==> src/rtl/bldc_pkg.sv <==
package bldc_pkg;
  localparam int PHASES = 3;
  localparam int CODE_W = 3;

  typedef logic [PHASES-1:0] phase_t;

  typedef struct packed {
    phase_t hi;
    phase_t lo;
  } pair_t;

  // forward pair for a sensor code; bit0 = A, bit1 = B, bit2 = C
  function automatic pair_t decode_forward(input logic [CODE_W-1:0] code);
    pair_t p;
    p.hi = '0;
    p.lo = '0;
    case (code)
      3'b101: begin p.hi = 3'b001; p.lo = 3'b100; end
      3'b100: begin p.hi = 3'b001; p.lo = 3'b010; end
      3'b110: begin p.hi = 3'b100; p.lo = 3'b010; end
      3'b010: begin p.hi = 3'b100; p.lo = 3'b001; end
      3'b011: begin p.hi = 3'b010; p.lo = 3'b001; end
      3'b001: begin p.hi = 3'b010; p.lo = 3'b100; end
      default: ;
    endcase
    return p;
  endfunction

  function automatic pair_t orient(input pair_t p, input logic rev);
    pair_t q;
    q.hi = rev ? p.lo : p.hi;
    q.lo = rev ? p.hi : p.lo;
    return q;
  endfunction

  function automatic logic code_valid(input logic [CODE_W-1:0] code);
    return (code != '0) && (code != '1);
  endfunction
endpackage

==> src/rtl/hall_decoder.sv <==
module hall_decoder
  import bldc_pkg::*;
(
  input  logic [CODE_W-1:0] hall,
  input  logic              dir_rev,
  output pair_t             pair,
  output logic              valid
);
  always_comb begin
    valid = code_valid(hall);
    pair  = orient(decode_forward(hall), dir_rev);
  end
endmodule

==> src/rtl/chop_latch.sv <==
module chop_latch (
  input  logic clk,
  input  logic rst_n,
  input  logic oc_flag,
  input  logic cycle_start,
  output logic oc_hold
);
  always_ff @(posedge clk or negedge rst_n) begin
    if (!rst_n)           oc_hold <= 1'b0;
    else if (oc_flag)     oc_hold <= 1'b1;
    else if (cycle_start) oc_hold <= 1'b0;
  end
endmodule

==> src/rtl/phase_gate.sv <==
module phase_gate
  import bldc_pkg::*;
(
  input  pair_t  pair,
  input  logic   valid,
  input  logic   brake,
  input  logic   kill,
  input  logic   quad_mode,
  input  logic   chop_off,
  output phase_t hi_next,
  output phase_t lo_next
);
  logic hi_chop;
  assign hi_chop = quad_mode & chop_off;

  for (genvar i = 0; i < PHASES; i++) begin : g_phase
    assign hi_next[i] = !kill && !brake && valid && pair.hi[i] && !hi_chop;
    assign lo_next[i] = !kill && !chop_off && (brake || (valid && pair.lo[i]));
  end
endmodule

==> src/rtl/bldc_commutator.sv <==
module bldc_commutator
  import bldc_pkg::*;
(
  input  logic        clk,
  input  logic        rst_n,
  input  logic [2:0]  hall,
  input  logic        dir_rev,
  input  logic        brake,
  input  logic        coast,
  input  logic        quad_mode,
  input  logic        pwm_on,
  input  logic        oc_flag,
  input  logic        uvlo,
  input  logic        cycle_start,
  output logic [2:0]  hi_drv,
  output logic [2:0]  lo_drv
);
  pair_t  pair;
  logic   valid;
  logic   oc_hold;
  logic   chop_off;
  logic   kill;
  phase_t hi_next;
  phase_t lo_next;

  hall_decoder u_dec (
    .hall(hall), .dir_rev(dir_rev), .pair(pair), .valid(valid)
  );

  chop_latch u_oc (
    .clk(clk), .rst_n(rst_n), .oc_flag(oc_flag),
    .cycle_start(cycle_start), .oc_hold(oc_hold)
  );

  assign chop_off = !pwm_on || oc_flag || oc_hold;
  assign kill     = coast || uvlo;

  phase_gate u_gate (
    .pair(pair), .valid(valid), .brake(brake), .kill(kill),
    .quad_mode(quad_mode), .chop_off(chop_off),
    .hi_next(hi_next), .lo_next(lo_next)
  );

  always_ff @(posedge clk or negedge rst_n) begin
    if (!rst_n) begin
      hi_drv <= '0;
      lo_drv <= '0;
    end else begin
      hi_drv <= hi_next;
      lo_drv <= lo_next;
    end
  end
endmodule

==> config.mk <==
export PLATFORM = sky130hd
export DESIGN_NAME = bldc_commutator
export DESIGN_NICKNAME = d
export VERILOG_FILES = /design/src/rtl/bldc_pkg.sv /design/src/rtl/hall_decoder.sv /design/src/rtl/chop_latch.sv /design/src/rtl/phase_gate.sv /design/src/rtl/bldc_commutator.sv
export SDC_FILE = /design/constraint.sdc
export NUM_CORES = 1
export LEC_CHECK = 0
export BUFFER_PORTS_ARGS = -buffer_cell sky130_fd_sc_hd__buf_2
export CAP_MARGIN = 20
export CORE_AREA = 10 10 47 49
export DETAILED_ROUTE_END_ITERATION = 12
export DIE_AREA = 0 0 57 59
export SLEW_MARGIN = 20
export SYNTH_ARGS = -nofsm -noshare
export SYNTH_HDL_FRONTEND = slang
export SYNTH_SLANG_ARGS = --single-unit
==> constraint.sdc <==
create_clock -name clk -period 2.45 [get_ports clk]
set_clock_uncertainty 0.15 [all_clocks]
set_input_delay 0.735 -clock clk [delete_from_list [all_inputs] [get_ports clk]]
set_output_delay 0.735 -clock clk [all_outputs]
set_load 0.03 [all_outputs]
==> results of run 1 <==
-- cell usage after synthesis (all sizes together) --
cell,number,area share
a21o,1,0.023
or2,1,0.017
nand3b,6,0.12
a311oi,3,0.070
dfrtp,7,0.47
a221oi,3,0.070
buf,2,0.027
inv,2,0.020
or3b,7,0.16
or3,1,0.017
-- flip-flops by register name (all words and copies together), names as in the netlist --
name	count
hi_drv	3
lo_drv	3
u_oc.oc_hold	1
-- where the power goes --
part | switching (W) | internal, W | total (W)
combinational | 0.0000186 | 0.0000159 | 0.0000345
sequential | 0.000000668 | 0.000118 | 0.000119
clock | 0.0000391 | 0.0000619 | 0.000101
total | 0.0000584 | 0.000196 | 0.000254
-- layer usage --
metal | part of all wire | up-vias | wire, um | GRT usage
li1 | - | 170 | - | -
met3 | 0.10 | 0 | 89 | 0.0279
met1 | 0.48 | 134 | 423 | 0.0643
met5 | 0 | - | 0 | 0
met2 | 0.42 | 20 | 375 | 0.0698
met4 | 0 | 0 | 0 | 0.0604
-- cell usage in the layout, fill, tap and decap left out --
| cell | synthesis | final |
|---|---|---|
| nand3b_1 | 6 | 6 |
| a21o_2 | 1 | 1 |
| or3b_1 | 7 | 7 |
| buf_2 | 2 | 18 |
| clkbuf_4 | 0 | 3 |
| inv_1 | 2 | 2 |
| a221oi_1 | 3 | 3 |
| or2_2 | 1 | 1 |
| dfrtp_1 | 7 | 7 |
| a311oi_1 | 3 | 3 |
| or3_1 | 1 | 1 |
| clkbuf_1 | 0 | 1 |
-- path summary, 6_finish.rpt --
path / slack (ps) / from / end / depth (start not counted)
min reg2reg: 330 / u_oc.oc_hold$_DFFE_PN0P_ / u_oc.oc_hold$_DFFE_PN0P_ / 1
min: 160 / rst_n / lo_drv[1]$_DFF_PN0_ / 1
max reg2reg: 1060 / u_oc.oc_hold$_DFFE_PN0P_ / hi_drv[1]$_DFF_PN0_ / 2
min in group clk: 330 / u_oc.oc_hold$_DFFE_PN0P_ / u_oc.oc_hold$_DFFE_PN0P_ / 1
max in group asynchronous: 1840 / rst_n / u_oc.oc_hold$_DFFE_PN0P_ / 1
max: 790 / hi_drv[0]$_DFF_PN0_ / hi_drv[0] / 1
-- logic make-up (layout without fill, tap and decap cells) --
group,Yosys count,after routing
AND/OR/NAND/NOR,15,15
AO/OA/AOI/OAI,7,7
buffers and inverters,4,24
flip-flops,7,7
-- metrics by stage --
step	power [W]	hold WS, ps
floorplan	0.000138	289
global placement	0.000155	323
detailed placement	0.000155	333
CTS	0.000259	154
global route	0.000274	159
finish	0.000254	156
-- final cells by class --
| type | instances | area [sq um] | share of cell area |
|---|---|---|---|
| multi-input combinational | 22 | 180 | 0.361 |
| sequential | 7 | 175 | 0.351 |
| timing repair buffer | 18 | 90.1 | 0.180 |
| clock buffer | 4 | 26.3 | 0.0526 |
| inverter | 2 | 7.51 | 0.0150 |
| tap | 16 | 20.0 | 0.0401 |
-- worst register-to-register path: cells and delay by family (launching register included) --
kind,cells,cell delay (ps)
simple gates,1,440
flops,1,370
compound gates,1,330
==> results.md, run 1 <==
- Status: complete, no violations
- Non-filler cells in the finished layout: 69
- Element type at the critical path end: output port
- Crit path max-delay family: flip-flops
- Mapped Cells: 33
- Total grt overflow: 0
- Iteration-0 DRC Markers: 3
- Clock root buffer: clkbuf_4
- RSZ-0062 raised after global routing: false
- DR vias: 324
- Area delta synth->final: 33.9%
- Post-route ant nets: 0
- Worst path max stage delay: 360 ps
- Static Leak: 0.239 nW
- Synth Area in Adders: 0
- Io pins: 19
- Syn. warnings: 0
- Via density: 4.70
- # port buffers: 18
- CP bufs+invs: 1
- Main combinational cell family by area after synthesis: simple AND/OR/NAND/NOR gates
- Layout cells sized above 1: 0.434
- CTS tree: done
- Global-route wire length before repair: 1.47 mm
- Synth Area per Inst: 11.3 sq um
- Peak supply drop: 0.146 mV
- Synth Register Bits: 7
- Core area: 1400 sq um
- Placed instance area: 473 sq um
- Initial Util: 0.266
- Compound-Gate Fraction of Synth Area: 0.164
- Post-route setup slack: 786 ps
- Mux share of post-synthesis cell area: 0
- Fmax: 601 MHz
- Pre-CTS setup slack: 540 ps
- Post-cts resize count: 0
- TritonCTS Buffers: 3
- WP data arrival: 780 ps
- Max Fanout on Critical Path: 1
- Vias in the first global route: 343
- Post-Synthesis Cell Area: 373 sq um
- Die ar.: 3360 sq um
- DR WL/cell: 12.9 um
- Critical-path cell list: buf_2
- Post-Layout Inst Area: 499 sq um
- Setup Viol. Count Final: 0
- Post-synthesis sequential area ratio: 0.470
- Slew Limit Fails: 0
- Total routed wirelength: 888 um
- Clock Latency Late Sink: 240 ps
- # fillers: 163
- Antenna diode count: 0
- GRT Util Overall: 0.0562
- HP Class: input pin to asynchronous set/reset pin
- Setup TNS: 0 ps
- Longest Clk Path Bufs: 2
- Std cell rows: 14
- Synth cell types: 10
- Worst-margin pin slew: 244 ps
- Tcrit/Tclk final: 0.679
- Largest net degree at the start of global routing: 13
- Chip Height: 59 um
- Final Util: 0.356
- Post-Synth XOR/XNOR Area: 0
- Clk slew on worst S/H paths: 50 ps
- Synth Area in Simple Gates: 0.319
- Critical Path RT: 1560 ps
- Drt pass-1 iters: 4
- Drt drc: 0
- Maxcap violations: 0
- Hold Vio Cnt, Final: 0
- Final GP Congestion: 0.684
- Cells after DPL: 65
- Worst path slowest cell: dfrtp_1
- Synthesized net count: 46
- Pwr/cell area: 509 nW/um^2
- Rel. slew slack: 0.836
- Setup repair bufs after CTS: 0
- Cts hold-fix bufs: 0
- Number of antenna violations at the first check in global routing: 0
- Final min period: 1660 ps
- # H-tree levels: 1
- CP Class: register to output port
- Die W: 57 um
- Clock sinks: 7
- CP startpoint kind: register
- Total Nets Final: 67
Note: power is estimated with default switching activity, not from simulation.
==> run 2, diff against run 1 <==
- clock period: 2.45 -> 1.7 ns (I/O delays scaled with it)
==> run 2 against run 1 <==
Sequential power is 44% higher. Sequential share of layout area fell by 0.69 points. Via count rose by 2.8%. Total power grew 45%. Critical path type unchanged. Highest routed layer is now met4. Critical endpoint unchanged.
==> results.md, run 2 (same netlist as run 1, synthesis figures left out) <==
- Tcrit/Tclk final: 0.845
- Peak supply drop: 0.196 mV (+35%)
- Via density: 4.76 (+1.3%)
- WP data arrival: 780 ps (about the same)
- Commonest non-fill, non-tap cell in the layout: buf_2
- Io pins: 19 (unchanged)
- Hold Path Origin: oc_flag
- Critical Path RT: 1040 ps (-520 ps)
- Final Util: 0.363 (+0.00714)
- Reg2reg end: hi_drv[0]$_DFF_PN0_
- Worst path max stage delay: 360 ps (about the same)
- Clock sinks: 7 (unchanged)
- HP Class: input pin to register
- Global-route wire length before repair: 1.57 mm (+7.1%)
- Number of antenna violations at the first check in global routing: 0 (unchanged)
- Longest Clk Path Bufs: 2 (unchanged)
- Top Registers: hi_drv: 3 flops, lo_drv: 3 flops, u_oc.oc_hold: 1 flops
- Area of the multi-input gates: 180 sq um (unchanged)
- # H-tree levels: 1 (unchanged)
- GRT Util Overall: 0.0592 (+0.00305)
- Setup TNS: 0 ps (unchanged)
- CP startpoint kind: register
- Core area: 1400 sq um (unchanged)
- Std cell rows: 14 (unchanged)
- Slew Limit Fails: 0 (unchanged)
- Clock Latency Late Sink: 250 ps (about the same)
- Most frequent cells in the layout: buf_2, or3b_1, dfrtp_1
- Worst-margin pin slew: 263 ps (+19.2 ps)
- Rel. slew slack: 0.824 (-0.0117)
- Register Area: 175 sq um (unchanged)
- Element type at the critical path end: output port
- Pwr/cell area: 722 nW/um^2 (+42%)
- Setup Viol. Count Final: 0 (unchanged)
- DR WL/cell: 12.8 um (-0.32%)
- Die W: 57 um (unchanged)
- RSZ-0062 raised after global routing: false
- Fmax: 696 MHz
- Status: complete, no violations
- Total Nets Final: 68 (+1.5%)
- Post-route ant nets: 0 (unchanged)
- # port buffers: 18 (unchanged)
- Static Leak: 0.243 nW (+1.7%)
- Largest net degree at the start of global routing: 13 (unchanged)
- Total grt overflow: 0 (unchanged)
- Hold_ws: 309 ps (+153 ps)
- Drt drc: 0 (unchanged)
- Antenna diode count: 0 (unchanged)
- Total routed wirelength: 898 um (+1.1%)
- # fillers: 165 (+1.2%)
- CP bufs+invs: 1 (unchanged)
- Critical-path cell list: buf_2
- Clk slew on worst S/H paths: 50 ps (about the same)
- Final min period: 1440 ps
- CP Class: register to output port
- Worst path slowest cell: dfrtp_1
- Die ar.: 3360 sq um (unchanged)
- Drt pass-1 iters: 2 (-2)
- CTS tree: done
- Iteration-0 DRC Markers: 2 (-1)
- Clock root buffer: clkbuf_4
- Max Fanout on Critical Path: 1 (unchanged)
- Hold Vio Cnt, Final: 0 (unchanged)
- Layout cells sized above 1: 0.426 (-0.00804)
- Post-cts resize count: 0 (unchanged)
- Area delta synth->final: 36.6%
- Initial Util: 0.266 (unchanged)
- Final GP Congestion: 0.684 (about the same)
- TritonCTS Buffers: 3 (unchanged)
- Depth of the worst register-to-register path: 2 (unchanged)
- Hold Path End: u_oc.oc_hold$_DFFE_PN0P_
- Vias in the first global route: 356 (+3.8%)
- DR vias: 333 (+2.8%)
- Chip Height: 59 um (unchanged)
- Flop2flop setup slack: 280 ps (-780 ps)
- Post-Layout Inst Area: 509 sq um (+2.0%)
- Crit path max-delay family: flip-flops
- FF-to-FF Start: u_oc.oc_hold$_DFFE_PN0P_
- Placed instance area: 473 sq um (unchanged)
- Maxcap violations: 0 (unchanged)
- Hold path depth: 2
==> run 2: cell types whose count changed in the layout (fill, tap and decap cells not counted), sizes merged <==
cell	change
dlygate4sd3	+1
==> run 2: timing repair <==
item                                   4_1_cts  5_1_grt
hold buffers                                 1        0
setup buffers                                0        0
endpoints found under the hold margin        7        0
==> run 2: power breakdown <==
part	total, W	leakage (nW)	switching, W	internal [W]
clock network	0.000145	0.0150	0.0000560	0.0000892
registers	0.000171	0.0943	0.00000107	0.000170
logic	0.0000515	0.134	0.0000272	0.0000244
==> run 2: final cells by class <==
class	count	share of cell area
multi-input cells	22	0.354
repair buffers	19	0.197
clock buffers	4	0.0516
flip-flops and latches	7	0.344
well taps	16	0.0393
inverters	2	0.0147
==> run 2: per-stage QoR <==
step / total power (W) / std cells / worst slack [ps]
after CTS: 0.000377 / 70 / 242
final: 0.000368 / 70 / 263
after floorplan: 0.000198 / 33 / 185
after detailed placement: 0.000224 / 65 / 27.3
after global placement: 0.000223 / 65 / 65.2
after global routing: 0.000392 / 70 / 169
==> run 2: worst max path at each step <==
stage                             start             endpoint  depth (start not counted)
6_report            hi_drv[0]$_DFF_PN0_            hi_drv[0]                          1
5_1_grt        u_oc.oc_hold$_DFFE_PN0P_  hi_drv[0]$_DFF_PN0_                          2
3_5_place_dp                    oc_flag  hi_drv[1]$_DFF_PN0_                          3
2_1_floorplan                   oc_flag  hi_drv[0]$_DFF_PN0_                          3
4_1_cts             hi_drv[0]$_DFF_PN0_            hi_drv[0]                          1
3_3_place_gp                    oc_flag  hi_drv[0]$_DFF_PN0_                          3
==> run 2: per-layer routing <==
metal | track usage | part of all wire
met5 | 0 | 0
met4 | 0.0604 | 0.029
met3 | 0.0258 | 0.092
met2 | 0.0760 | 0.41
met1 | 0.0692 | 0.46
==> run 2: worst reg2reg max path, cell delays in order (launching register included) <==
cell      delay (ps)
dfrtp_1          370
or3b_1           440
a221oi_1         340
==> run 3, diff against run 2 <==
- clock period: 1.7 -> 1.43 ns (I/O delays scaled with it)
==> run 3 against run 2 <==
Hold slack lost 74 ps. First-iteration DRC count rose to 3.0 times the previous value. Global-route usage rose by 0.43 points. Critical path depth stayed put. Flip-flop and latch count stayed put. Routed wire length rose by 7.0%. Final area is 10% higher. Register-to-register slack worse by 180 ps. Critical endpoint unchanged. Non-clock buffer count rose by 4. Die area did not move. Combinational power rose by 46%. Clock power grew 18%.
==> results.md, run 3 (same netlist as run 1, synthesis figures left out) <==
- Antenna diode count: 0 (unchanged)
- CP Class: register to output port
- Hold Vio Cnt, Final: 0 (unchanged)
- Crit path depth: 1 (unchanged)
- Total routed wirelength: 961 um (+7.0%)
- Placed instance area: 503 sq um (+6.3%)
- Drt pass-1 iters: 4 (+2)
- Iteration-0 DRC Markers: 6 (+4)
- Critical-path cell list: buf_2
- HP Class: input pin to register
- Die ar.: 3360 sq um (unchanged)
- Hold path depth: 2 (unchanged)
- Die W: 57 um (unchanged)
- FF-to-FF Start: u_oc.oc_hold$_DFFE_PN0P_
- Area delta synth->final: 50.3%
- Total grt overflow: 0 (unchanged)
- Clock sinks: 7 (unchanged)
- CTS tree: done
- # port buffers: 18 (unchanged)
- CP bufs+invs: 1 (unchanged)
- Clock root buffer: clkbuf_4
- Tcrit/Tclk final: 0.949
- Total Nets Final: 72 (+5.9%)
- Std cell rows: 14 (unchanged)
- Layout cells sized above 1: 0.534 (+0.109)
- Rel. slew slack: 0.848 (+0.0233)
- Post-route ant nets: 0 (unchanged)
- # H-tree levels: 1 (unchanged)
- Pre-CTS setup slack: -161 ps (-188 ps)
- Critical Path Source: hi_drv[0]$_DFF_PN0_
- Worst path max stage delay: 360 ps (about the same)
- Depth of the worst register-to-register path: 2 (unchanged)
- Setup repair bufs after CTS: 0 (unchanged)
- Initial Util: 0.266 (unchanged)
- DR vias: 357 (+7.2%)
- Final GP Congestion: 0.757 (+11%)
- Commonest non-fill, non-tap cell in the layout: buf_2
- Worst path slowest cell: dfrtp_1
- Slew Limit Fails: 0 (unchanged)
- CP startpoint kind: register
- Clk slew on worst S/H paths: 50 ps (about the same)
- Global-route wire length before repair: 1.69 mm (+7.4%)
- Largest net degree at the start of global routing: 10 (-3)
- Worst-margin pin slew: 227 ps (-36.5 ps)
- Hold Path Origin: oc_flag
- Chip Height: 59 um (unchanged)
- GRT Util Overall: 0.0636 (+0.00433)
- Max Fanout on Critical Path: 1 (unchanged)
- Critical Path RT: 850 ps (-190 ps)
- WP data arrival: 780 ps (about the same)
- Pwr/cell area: 803 nW/um^2 (+11%)
- Drt drc: 0 (unchanged)
- Peak supply drop: 0.227 mV (+15%)
- Maxcap violations: 0 (unchanged)
- TritonCTS Buffers: 3 (unchanged)
- Number of antenna violations at the first check in global routing: 0 (unchanged)
- Most frequent cells in the layout: buf_2, dfrtp_1, nand3b_1, or3b_1, buf_4
- Status: complete, no violations
- Io pins: 19 (unchanged)
- Post-route setup slack: 73.0 ps (-190 ps)
- Fmax: 737 MHz
- RSZ-0062 raised after global routing: false
- DR WL/cell: 13.0 um (+1.2%)
- Crit path max-delay family: flip-flops
- Via density: 4.82 (+1.4%)
- Clock Latency Late Sink: 240 ps (about the same)
- Post-DP HPWL: 786 um
- Core area: 1400 sq um (unchanged)
- Vias in the first global route: 392 (+10%)
- Element type at the critical path end: output port
- Setup Viol. Count Final: 0 (unchanged)
- Longest Clk Path Bufs: 2 (unchanged)
- Post-Layout Inst Area: 561 sq um (+10%)
- Setup TNS: 0 ps (unchanged)
- Top Registers: hi_drv: 3 flops, lo_drv: 3 flops, u_oc.oc_hold: 1 flops
- Static Leak: 0.265 nW (+8.9%)
- Final min period: 1360 ps
==> run 3: cell count changes in the layout (fill, tap and decap cells not counted) <==
cell	previous run	this run
a221oi_1	3	0
a221oi_2	0	3
buf_4	0	4
or3b_1	7	6
or3b_4	0	1
==> run 3: layer usage <==
layer,vias to the layer above,global-route usage,share of wire
li1,181,-,-
met1,162,0.0715,0.42
met2,14,0.0853,0.48
met3,0,0.0300,0.097
met4,0,0.0604,0
met5,-,0,0
==> run 3: final timing paths <==
check | end | slack (ps)
worst max register to register | hi_drv[0]$_DFF_PN0_ | 100
min in group asynchronous | u_oc.oc_hold$_DFFE_PN0P_ | 400
worst min register to register | u_oc.oc_hold$_DFFE_PN0P_ | 340
worst max-delay path | hi_drv[0] | 70
worst min-delay path | u_oc.oc_hold$_DFFE_PN0P_ | 240
max in group asynchronous | hi_drv[0]$_DFF_PN0_ | 590
==> run 3: layout make-up <==
class | count | area [sq um]
Tap cell | 16 | 20.0
Clock buffer | 4 | 26.3
Inverter | 2 | 7.51
Multi-Input combinational cell | 22 | 201
Fill cell | 155 | 841
Sequential cell | 7 | 175
Timing Repair Buffer | 23 | 130
==> run 3: what timing repair did <==
item / CTS / global route
resized for setup: 1 / 3
hold endpoints to repair: 7 / 0
setup endpoints to repair: 1 / 4
hold buffers: 1 / 0
==> run 3: through the flow <==
| stage | cells | util | power, W | hold WS (ps) |
|---|---|---|---|---|
| 3_3_place_gp | 69 | 0.359 | 0.000275 | 115 |
| 2_1_floorplan | 33 | - | 0.000236 | -16.6 |
| 6_report | 74 | 0.400 | 0.000450 | 236 |
| 3_5_place_dp | 69 | 0.359 | 0.000275 | 115 |
| 4_1_cts | 74 | 0.389 | 0.000455 | 226 |
| 5_1_grt | 74 | 0.400 | 0.000478 | 239 |
==> run 3: power breakdown <==
part           total [W]  internal, W  leakage, nW  switching [W]
Sequential      0.000203     0.000202       0.0943     0.00000127
Clock           0.000171     0.000106       0.0150      0.0000653
Combinational  0.0000752    0.0000374        0.155      0.0000378
